==> config.mk <==
export PLATFORM = sky130hd
export DESIGN_NAME = i2c_rstart_seq
export DESIGN_NICKNAME = d
export VERILOG_FILES = /design/src/rtl/rs_pkg.sv /design/src/rtl/rs_line_sync.sv /design/src/rtl/rs_baud_timer.sv /design/src/rtl/rs_start_detect.sv /design/src/rtl/rs_seq_fsm.sv /design/src/rtl/i2c_rstart_seq.sv
export SDC_FILE = /design/constraint.sdc
export NUM_CORES = 1
export LEC_CHECK = 0
export BUFFER_PORTS_ARGS = -buffer_cell sky130_fd_sc_hd__buf_2
export CAP_MARGIN = 15
export CORE_MARGIN = 1
export CORE_UTILIZATION = 50
export CTS_CLUSTER_SIZE = 30
export DETAILED_ROUTE_END_ITERATION = 16
export GPL_TIMING_DRIVEN = 0
export MAX_ROUTING_LAYER = met4
export PLACE_DENSITY = 0.74
export SYNTH_ARGS = -nofsm -noshare
export SYNTH_HDL_FRONTEND = slang
export SYNTH_SLANG_ARGS = --single-unit
==> constraint.sdc <==
create_clock -name clk -period 2.35 [get_ports clk]
set_clock_uncertainty 0.2 [all_clocks]
set_input_delay 0.47 -clock clk [delete_from_list [all_inputs] [get_ports clk]]
set_output_delay 0.47 -clock clk [all_outputs]
set_load 0.02 [all_outputs]
==> src/rtl/rs_pkg.sv <==
package rs_pkg;

    typedef enum logic [2:0] {
        ST_IDLE,
        ST_PULL_SCL,
        ST_SDA_UP,
        ST_SCL_UP,
        ST_BUS_HIGH,
        ST_SDA_DOWN,
        ST_HOLD
    } rs_state_t;

    // Pull-down enable pair for one state: {scl, sda}
    typedef struct packed {
        logic scl;
        logic sda;
    } rs_drive_t;

endpackage

==> src/rtl/rs_line_sync.sv <==
module rs_line_sync #(
    parameter int LINES  = 2,
    parameter int STAGES = 2
) (
    input  logic             clk,
    input  logic             rst_n,
    input  logic [LINES-1:0] din,
    output logic [LINES-1:0] dout
);

    // Released open-drain lines read high, so the flops reset to 1
    generate
        for (genvar g = 0; g < LINES; g++) begin : g_line
            logic [STAGES-1:0] chain;
            always_ff @(posedge clk or negedge rst_n) begin
                if (!rst_n) begin
                    chain <= '1;
                end else begin
                    chain <= {chain[STAGES-2:0], din[g]};
                end
            end
            assign dout[g] = chain[STAGES-1];
        end
    endgenerate

endmodule

==> src/rtl/rs_baud_timer.sv <==
module rs_baud_timer #(
    parameter int WIDTH = 8
) (
    input  logic             clk,
    input  logic             rst_n,
    input  logic             load,
    input  logic [WIDTH-1:0] reload,
    output logic             expired
);

    logic [WIDTH-1:0] count;
    logic             armed;

    // Counts down from reload to zero and parks there: expiry holds
    // until the next load, so a phase waiting on a line level sees it.
    always_ff @(posedge clk or negedge rst_n) begin
        if (!rst_n) begin
            count <= '0;
            armed <= 1'b0;
        end else if (load) begin
            count <= reload;
            armed <= 1'b1;
        end else if (armed && (count != '0)) begin
            count <= count - 1'b1;
        end
    end

    assign expired = armed && (count == '0);

endmodule

==> src/rtl/rs_start_detect.sv <==
module rs_start_detect (
    input  logic clk,
    input  logic rst_n,
    input  logic scl_s,
    input  logic sda_s,
    output logic start_pulse
);

    logic scl_q;
    logic sda_q;

    always_ff @(posedge clk or negedge rst_n) begin
        if (!rst_n) begin
            scl_q <= 1'b1;
            sda_q <= 1'b1;
        end else begin
            scl_q <= scl_s;
            sda_q <= sda_s;
        end
    end

    // SDA falls while SCL is high on both samples
    assign start_pulse = sda_q && !sda_s && scl_q && scl_s;

endmodule

==> src/rtl/rs_seq_fsm.sv <==
module rs_seq_fsm
    import rs_pkg::*;
(
    input  logic clk,
    input  logic rst_n,
    input  logic req_set,
    input  logic master_idle,
    input  logic irq_clr,
    input  logic coll_clr,
    input  logic scl_s,
    input  logic sda_s,
    input  logic tmr_expired,
    input  logic start_pulse,
    output logic tmr_load,
    output logic scl_drive_low,
    output logic sda_drive_low,
    output logic req_bit,
    output logic start_seen,
    output logic done_irq,
    output logic coll_flag
);

    rs_state_t state;
    rs_state_t state_nxt;
    logic      ev_accept;
    logic      ev_collide;
    logic      ev_finish;
    rs_drive_t drv;

    // State register
    always_ff @(posedge clk or negedge rst_n) begin
        if (!rst_n) begin
            state <= ST_IDLE;
        end else begin
            state <= state_nxt;
        end
    end

    // Transitions
    always_comb begin
        state_nxt  = state;
        tmr_load   = 1'b0;
        ev_accept  = 1'b0;
        ev_collide = 1'b0;
        ev_finish  = 1'b0;
        unique case (state)
            ST_IDLE: begin
                if (req_set && master_idle) begin
                    ev_accept = 1'b1;
                    state_nxt = ST_PULL_SCL;
                end
            end
            ST_HOLD: begin
                if (req_set && master_idle) begin
                    ev_accept = 1'b1;
                    state_nxt = ST_PULL_SCL;
                end else if (!master_idle) begin
                    state_nxt = ST_IDLE;
                end
            end
            ST_PULL_SCL: begin
                if (!scl_s) begin
                    tmr_load  = 1'b1;
                    state_nxt = ST_SDA_UP;
                end
            end
            ST_SDA_UP: begin
                if (tmr_expired && sda_s) begin
                    state_nxt = ST_SCL_UP;
                end
            end
            ST_SCL_UP: begin
                if (scl_s) begin
                    if (!sda_s) begin
                        ev_collide = 1'b1;
                        state_nxt  = ST_IDLE;
                    end else begin
                        tmr_load  = 1'b1;
                        state_nxt = ST_BUS_HIGH;
                    end
                end
            end
            ST_BUS_HIGH: begin
                if (!scl_s) begin
                    ev_collide = 1'b1;
                    state_nxt  = ST_IDLE;
                end else if (tmr_expired) begin
                    tmr_load  = 1'b1;
                    state_nxt = ST_SDA_DOWN;
                end
            end
            ST_SDA_DOWN: begin
                if (tmr_expired) begin
                    ev_finish = 1'b1;
                    state_nxt = ST_HOLD;
                end
            end
            default: state_nxt = ST_IDLE;
        endcase
    end

    // Line drives per state
    always_comb begin
        unique case (state)
            ST_PULL_SCL: drv = '{scl: 1'b1, sda: 1'b0};
            ST_SDA_UP:   drv = '{scl: 1'b1, sda: 1'b0};
            ST_SDA_DOWN: drv = '{scl: 1'b0, sda: 1'b1};
            ST_HOLD:     drv = '{scl: 1'b1, sda: 1'b1};
            default:     drv = '{scl: 1'b0, sda: 1'b0};
        endcase
    end

    assign scl_drive_low = drv.scl;
    assign sda_drive_low = drv.sda;

    // Status and flags
    always_ff @(posedge clk or negedge rst_n) begin
        if (!rst_n) begin
            req_bit    <= 1'b0;
            start_seen <= 1'b0;
            done_irq   <= 1'b0;
            coll_flag  <= 1'b0;
        end else begin
            if (ev_accept) begin
                req_bit <= 1'b1;
            end else if (ev_collide || ev_finish) begin
                req_bit <= 1'b0;
            end

            if (ev_accept) begin
                start_seen <= 1'b0;
            end else if (start_pulse) begin
                start_seen <= 1'b1;
            end

            if (ev_finish) begin
                done_irq <= 1'b1;
            end else if (irq_clr) begin
                done_irq <= 1'b0;
            end

            if (ev_collide) begin
                coll_flag <= 1'b1;
            end else if (coll_clr) begin
                coll_flag <= 1'b0;
            end
        end
    end

endmodule

==> src/rtl/i2c_rstart_seq.sv <==
module i2c_rstart_seq #(
    parameter int BAUD_W      = 8,
    parameter int SYNC_STAGES = 2
) (
    input  logic              clk,
    input  logic              rst_n,
    input  logic              req_set,
    input  logic              master_idle,
    input  logic [BAUD_W-1:0] baud_reload,
    input  logic              irq_clr,
    input  logic              coll_clr,
    input  logic              scl_in,
    input  logic              sda_in,
    output logic              scl_drive_low,
    output logic              sda_drive_low,
    output logic              req_bit,
    output logic              start_seen,
    output logic              done_irq,
    output logic              coll_flag
);

    localparam int NLINES = 2;
    localparam int IX_SCL = 1;
    localparam int IX_SDA = 0;

    logic [NLINES-1:0] lines_sync;
    logic              scl_s;
    logic              sda_s;
    logic              tmr_load;
    logic              tmr_expired;
    logic              start_pulse;

    rs_line_sync #(
        .LINES  (NLINES),
        .STAGES (SYNC_STAGES)
    ) u_sync (
        .clk   (clk),
        .rst_n (rst_n),
        .din   ({scl_in, sda_in}),
        .dout  (lines_sync)
    );

    assign scl_s = lines_sync[IX_SCL];
    assign sda_s = lines_sync[IX_SDA];

    rs_baud_timer #(
        .WIDTH (BAUD_W)
    ) u_timer (
        .clk     (clk),
        .rst_n   (rst_n),
        .load    (tmr_load),
        .reload  (baud_reload),
        .expired (tmr_expired)
    );

    rs_start_detect u_sdet (
        .clk         (clk),
        .rst_n       (rst_n),
        .scl_s       (scl_s),
        .sda_s       (sda_s),
        .start_pulse (start_pulse)
    );

    rs_seq_fsm u_fsm (
        .clk           (clk),
        .rst_n         (rst_n),
        .req_set       (req_set),
        .master_idle   (master_idle),
        .irq_clr       (irq_clr),
        .coll_clr      (coll_clr),
        .scl_s         (scl_s),
        .sda_s         (sda_s),
        .tmr_expired   (tmr_expired),
        .start_pulse   (start_pulse),
        .tmr_load      (tmr_load),
        .scl_drive_low (scl_drive_low),
        .sda_drive_low (sda_drive_low),
        .req_bit       (req_bit),
        .start_seen    (start_seen),
        .done_irq      (done_irq),
        .coll_flag     (coll_flag)
    );

endmodule

==> results.cfg, run 1 <==
[critical_path]
startpoint_type = register
endpoint = u_fsm.state[0]$_DFFE_PN0P_
r2r_slack_ps = 130
crit_fanout = 5
cp.arrival_ps = 2240
required_ps = 2380
crit_type = register to register
r2r_end = u_fsm.state[0]$_DFFE_PN0P_
startpoint = u_fsm.state[0]$_DFFE_PN0P_
end_kind = register
slowest_delay_ps = 460
slowest_stage = a211oi_1
ff2ff_path_depth = 6
r2r_start = u_fsm.state[0]$_DFFE_PN0P_
cp_cell_sequence = inv_1 > ha_1 > nor2b_1 > a22o_1 > a211oi_1 > mux2i_1

[timing]
rsz0062_at_grt = no
maxSlewHeadroom = 0.656
setup_tns_ps = 0
finalCriticalPeriod_ps = 2220
slew_violations = 0
fin_crit_sh = 0.943
setup_viol = 0
max_freq_mhz = 451
final_hold_viol_count = 0
worst_slew_pin_slew_ps = 513

[clock_tree]
cts.path.max_buffers = 2
cts_tree = built
root_buffer = clkbuf_4
clk_latency_ps = 300
cts_max_level = 1
cts_buffers = 3
cts_sinks = 22
clkTransAtPathRegs_ps = 120
cts_setup_buffers = 0

[final_layout]
fill_cells = 211
fin_nets = 161
num_antenna_cells = 0
multi_input_area_sq_um = 622
final_layout_size_suffix_gt1_frac = 0.338
synthToLayoutAreaGrowth_pct = 16.3
fin_cells = 167
regArea_sq_um = 558
final_area_sq_um = 1430

[routing]
routed_wl_microns = 2300
drtIter0Drc = 16
drtPass1Iterations = 4
post_drt_wl_per_cell_microns = 13.7
vias_per_cell = 5.53
ant_nets = 0
via_count = 924
drc = 0

[synth]
yosysSeqAreaShare = 0.455
async_reset_ff_frac = 1.00
synth_top_area_frac = 0.327
syn-cell-area_sq_um = 1230
synth-edff-count = 0
ys_seq_elements = 22
ys_warn_count = 0
avgSynthCellArea_sq_um = 10.8
synthTopCellsByCount = dfrtp_1 (16), inv_1 (9), a21oi_1 (8), mux2_2 (8), nor2_1 (7)
ys.flop_type = dfrtp_1
synth_area_leaders = dfrtp_1 (33%), dfstp_2 (13%), mux2_2 (7.3%)
synthDistinctLibCells = 35
synth_nets = 135
syn_inst = 114
synth_top_area_cell = dfrtp_1
synth.most_common_cell = dfrtp_1

[pwr]
power_switching_mw = 0.724
vdd_ir_drop_max_v = 0.000758
p_leak_nw = 0.642
power_density_nw_per_um2 = 1280
p_int_mw = 1.11
switching_share = 0.396
p_clk_frac = 0.156
share_comb_of_total_power = 0.493
seq_power_share = 0.350

[die]
dieHeight_microns = 51.5
core_region_area_sq_um = 2250
die_width_microns = 51.5
die_area_sq_um = 2650
num_rows = 17
ios = 22
start_util = 0.544

[outcome]
status = finished clean

[placed_design]
place.port_buffers = 21
detailed_place_hpwl_microns = 1780
placedCellCount = 163
gp_congestion = 0.809
postPlaceCellArea_sq_um = 1370

[run]
drv_cap = 0

[global_route]
grt_usage = 0.205
grt_pass1_wl_microns = 3880
grt-ovfl-total = 0
grt_pass1_vias = 896
antenna_found_initial = 0
grt_max_degree = 23

[min_path]
min_from = scl_in
hold_class = primary input to register
## metal layers
| layer | vias to the layer above | GRT usage | share of wire |
|---|---|---|---|
| met5 | - | - | 0 |
| met4 | 0 | 0.0811 | 0.0074 |
| met3 | 2 | 0.0175 | 0.026 |
| met2 | 19 | 0.346 | 0.52 |
| met1 | 441 | 0.256 | 0.45 |
| li1 | 462 | - | - |
## final cells by class
| type | count | area share |
|---|---|---|
| sequential | 22 | 0.391 |
| timing repair buffer | 22 | 0.0807 |
| clock buffer | 3 | 0.0158 |
| clock inverter | 1 | 0.0211 |
| buffer | 2 | 0.00702 |
| inverter | 9 | 0.0237 |
| multi-input combinational | 80 | 0.436 |
| tap | 28 | 0.0246 |
## power by group through the flow
stage | clock (mW) | sequential [mW] | combinational, mW
floorplan | 0 | 0.649 | 0.678
global placement | 0 | 0.636 | 0.856
detailed placement | 0 | 0.646 | 0.905
CTS | 0.294 | 0.639 | 0.911
global route | 0.306 | 0.664 | 0.994
finish | 0.286 | 0.642 | 0.904
## logic make-up (layout without fill, tap and decap cells)
kind of cell	Yosys count	after routing	synth area share
AO/OA/AOI/OAI	25	25	0.148
buffers and inverters	12	37	0.0378
flip-flops	22	22	0.455
XOR/XNOR	3	3	0.0214
multiplexers	14	14	0.122
adder cells (fa/ha/maj)	5	5	0.0510
AND/OR/NAND/NOR	33	33	0.164
## worst min-delay path by stage
stage                                          end  slack (ps)  depth (start not counted)
3_3_place_gp   u_sync.g_line[0].chain[1]$_DFF_PN1_         150                          0
4_1_cts        u_sync.g_line[1].chain[0]$_DFF_PN1_          30                          1
5_1_grt        u_sync.g_line[1].chain[0]$_DFF_PN1_          30                          1
6_report       u_sync.g_line[1].chain[0]$_DFF_PN1_          50                          1
2_1_floorplan          u_fsm.coll_flag$_DFFE_PN0P_         -30                          0
3_5_place_dp   u_sync.g_line[1].chain[1]$_DFF_PN1_         150                          0
## critical path, delay by kind of cell (launching register included)
| family | cells | cell delay, ps |
|---|---|---|
| flops | 1 | 390 |
| buf+inv | 1 | 80 |
| simple gates | 1 | 180 |
| mux | 1 | 270 |
| compound gates | 2 | 710 |
| fa+ha+maj | 1 | 290 |
## sequential cells by signal, indices dropped and copies added, names as in the netlist
signal,cells
u_sdet.sda_q,1
u_sdet.scl_q,1
u_fsm.start_seen,1
u_timer.count,8
u_fsm.state,3
u_sync.g_line.chain,4
u_fsm.req_bit,1
u_fsm.coll_flag,1
u_timer.armed,1
u_fsm.done_irq,1
## placed cells by master, fill, tap and decap left out, drive strengths merged, types with 2 or more instances in the layout
cell | netlist | layout
nor2b | 3 | 3
mux2 | 8 | 8
o21ai | 5 | 5
dfrtp | 16 | 16
nand4 | 2 | 2
dfstp | 6 | 6
o31ai | 2 | 2
clkbuf | 2 | 4
ha | 5 | 5
inv | 9 | 9
nor3 | 3 | 3
nand2b | 3 | 3
nand3 | 4 | 4
a21oi | 8 | 8
nor3b | 2 | 2
nor2 | 7 | 7
nand2 | 4 | 4
mux2i | 6 | 6
a211oi | 2 | 2
buf | 1 | 22
a41oi | 3 | 3
xnor2 | 3 | 3
## per-stage QoR
| stage | hold slack [ps] | utilization | setup slack [ps] | total power [mW] |
|---|---|---|---|---|
| CTS | 34.4 | 0.634 | 14.8 | 1.84 |
| detailed placement | 149 | 0.606 | 75.6 | 1.55 |
| finish | 47.0 | 0.633 | 134 | 1.83 |
| global route | 28.1 | 0.633 | 34.3 | 1.96 |
| floorplan | -25.6 | - | 373 | 1.33 |
| global placement | 146 | 0.606 | 180 | 1.49 |
## repair_timing
item,in CTS,in global routing
resized for setup,0,2
hold endpoints to repair,16,0
setup endpoints to repair,0,4
hold buffers,1,0
Note: power is estimated with default switching activity, not from simulation.
==> run 2: changes to the inputs <==
Settings changed: CORE_ASPECT_RATIO set to 0.7.
==> run 2 against run 1 <==
  * Setup slack improved by 15 ps
  * Non-clock buffer count did not move
  * Sequential share of layout area rose by 0.17 points
  * Wire length rose by 4.0%
  * Highest routed layer unchanged
  * Sequential power rose by 1%
  * Core utilization rose by 0.57 points
  * Worst hold slack improved by 13 ps
  * Critical endpoint is now scl_drive_low
  * Largest power group unchanged
  * Die area rose by 0.12%
  * Largest cell class unchanged
==> results.cfg, run 2 (synthesis gave the netlist of run 1 again) <==
[outcome]
status = finished clean

[final_layout]
final_cell_mix = buf_2 (22), dfrtp_1 (16), inv_1 (9), a21oi_1 (8), mux2_2 (8)
fin_util = 0.638
top_regs = u_timer.count: 8 flops, u_sync.g_line.chain: 4 flops, u_fsm.state: 3 flops
multi_input_area_sq_um = 627
fin_nets = 161
final_area_sq_um = 1420
layout_commonest_cell = buf_2
synthToLayoutAreaGrowth_pct = 15.8
top_register = u_timer.count
largest_register_ffs = 8
fin_cells = 171
num_antenna_cells = 0
final_layout_size_suffix_gt1_frac = 0.345
regArea_sq_um = 558
fill_cells = 185

[pwr]
share_comb_of_total_power = 0.519
total_power_mw = 1.77
p_leak_nw = 0.636
power_switching_mw = 0.735
seq_power_share = 0.367
power_density_nw_per_um2 = 1250
switching_share = 0.416
vdd_ir_drop_max_v = 0.000615
p_clk_frac = 0.114
p_int_mw = 1.03

[die]
start_util = 0.551
die_width_microns = 61.2
num_rows = 14
core_region_area_sq_um = 2220
ios = 22
die_area_sq_um = 2660
dieHeight_microns = 43.4

[routing]
drtPass1Iterations = 4
post_drt_wl_per_cell_microns = 14.0
vias_per_cell = 5.69
ant_nets = 0
via_count = 973
drtIter0Drc = 63
routed_wl_microns = 2390
drc = 0

[min_path]
hold-path-endpoint = u_sync.g_line[0].chain[0]$_DFF_PN1_
hold_class = primary input to register
min_from = sda_in
whs_path_depth = 1

[timing]
worst_slew_pin_slew_ps = 480
max_freq_mhz = 454
maxSlewHeadroom = 0.675
final_hold_viol_count = 0
fin_crit_sh = 0.937
rsz0062_at_grt = no
setup_tns_ps = 0
finalCriticalPeriod_ps = 2200
setup_viol = 0
timing.hold.ws_ps = 59.5
fin_ws_ps = 149
slew_violations = 0

[global_route]
grt_pass1_vias = 901
grt_usage = 0.204
grt_max_degree = 23
grt-ovfl-total = 0
grt_pass1_wl_microns = 3800
antenna_found_initial = 0

[critical_path]
r2r_slack_ps = 220
startpoint = u_fsm.state[2]$_DFFE_PN0P_
crit_type = register to primary output
ff2ff_path_depth = 4
slowest_stage = dfrtp_1
cp.arrival_ps = 1530
crit_fanout = 10
end_kind = primary output
slowest_delay_ps = 470
startpoint_type = register
cp_top_family = buffers and inverters
r2r_start = u_timer.count[5]$_DFFE_PN0P_
cp_num_buf_inv = 3
cp_cell_sequence = clkbuf_2 > inv_1 > a21oi_1 > nor2b_1 > buf_2
required_ps = 1680
r2r_end = u_timer.count[1]$_DFFE_PN0P_

[placed_design]
gp_congestion = 0.915
place_ws_ps = 124
placedCellCount = 167
place.port_buffers = 21
detailed_place_hpwl_microns = 1750
postPlaceCellArea_sq_um = 1370

[clock_tree]
cts_setup_buffers = 0
clk_latency_ps = 300
cts_max_level = 1
cts_tree = built
cts_buffers = 3
cts.path.max_buffers = 2
clkTransAtPathRegs_ps = 120
root_buffer = clkbuf_4
cts_sinks = 22

[run]
drv_cap = 0
==> run 2: worst max-delay path by stage <==
stage	endpoint	slack (ps)	depth (start not counted)
after floorplan	u_fsm.state[0]$_DFFE_PN0P_	370	7
after global placement	u_fsm.state[0]$_DFFE_PN0P_	170	7
after detailed placement	u_fsm.state[1]$_DFFE_PN0P_	120	7
after CTS	scl_drive_low	2	5
after global routing	scl_drive_low	20	5
final	scl_drive_low	150	5
==> run 2: what timing repair did <==
action                                  in CTS  in global routing
resized for setup                            0                  3
endpoints found under the setup margin       0                  4
endpoints found under the hold margin       16                  0
hold buffers                                 1                  0
==> run 2: layer usage <==
metal | share of wire | global-route usage
met4 | 0.0021 | 0.0455
met3 | 0.078 | 0.0776
met1 | 0.47 | 0.273
met5 | 0 | -
met2 | 0.45 | 0.293
==> run 2: area by class of cell <==
class                   count  area share
plain buffers               2     0.00705
clock buffers               4      0.0256
inverters                   9      0.0238
multi-input cells          80       0.441
flip-flops and latches     22       0.393
well taps                  32      0.0282
repair buffers             22      0.0811
==> run 2: worst reg2reg max path, delay by kind of cell, from the launching register on <==
kind               cells  cell delay (ps)
and+or+nand+nor        2              780
AOI/OAI and AO/OA      1              240
DFF                    1              460
muxes                  1              330
==> run 2: power groups by stage <==
stage          registers, mW  clock network [mW]  logic, mW
6_report               0.649               0.202      0.918
4_1_cts                0.643               0.210      0.903
3_3_place_gp           0.640                   0      0.862
3_5_place_dp           0.649                   0      0.893
5_1_grt                0.666               0.233       1.00
2_1_floorplan          0.649                   0      0.678
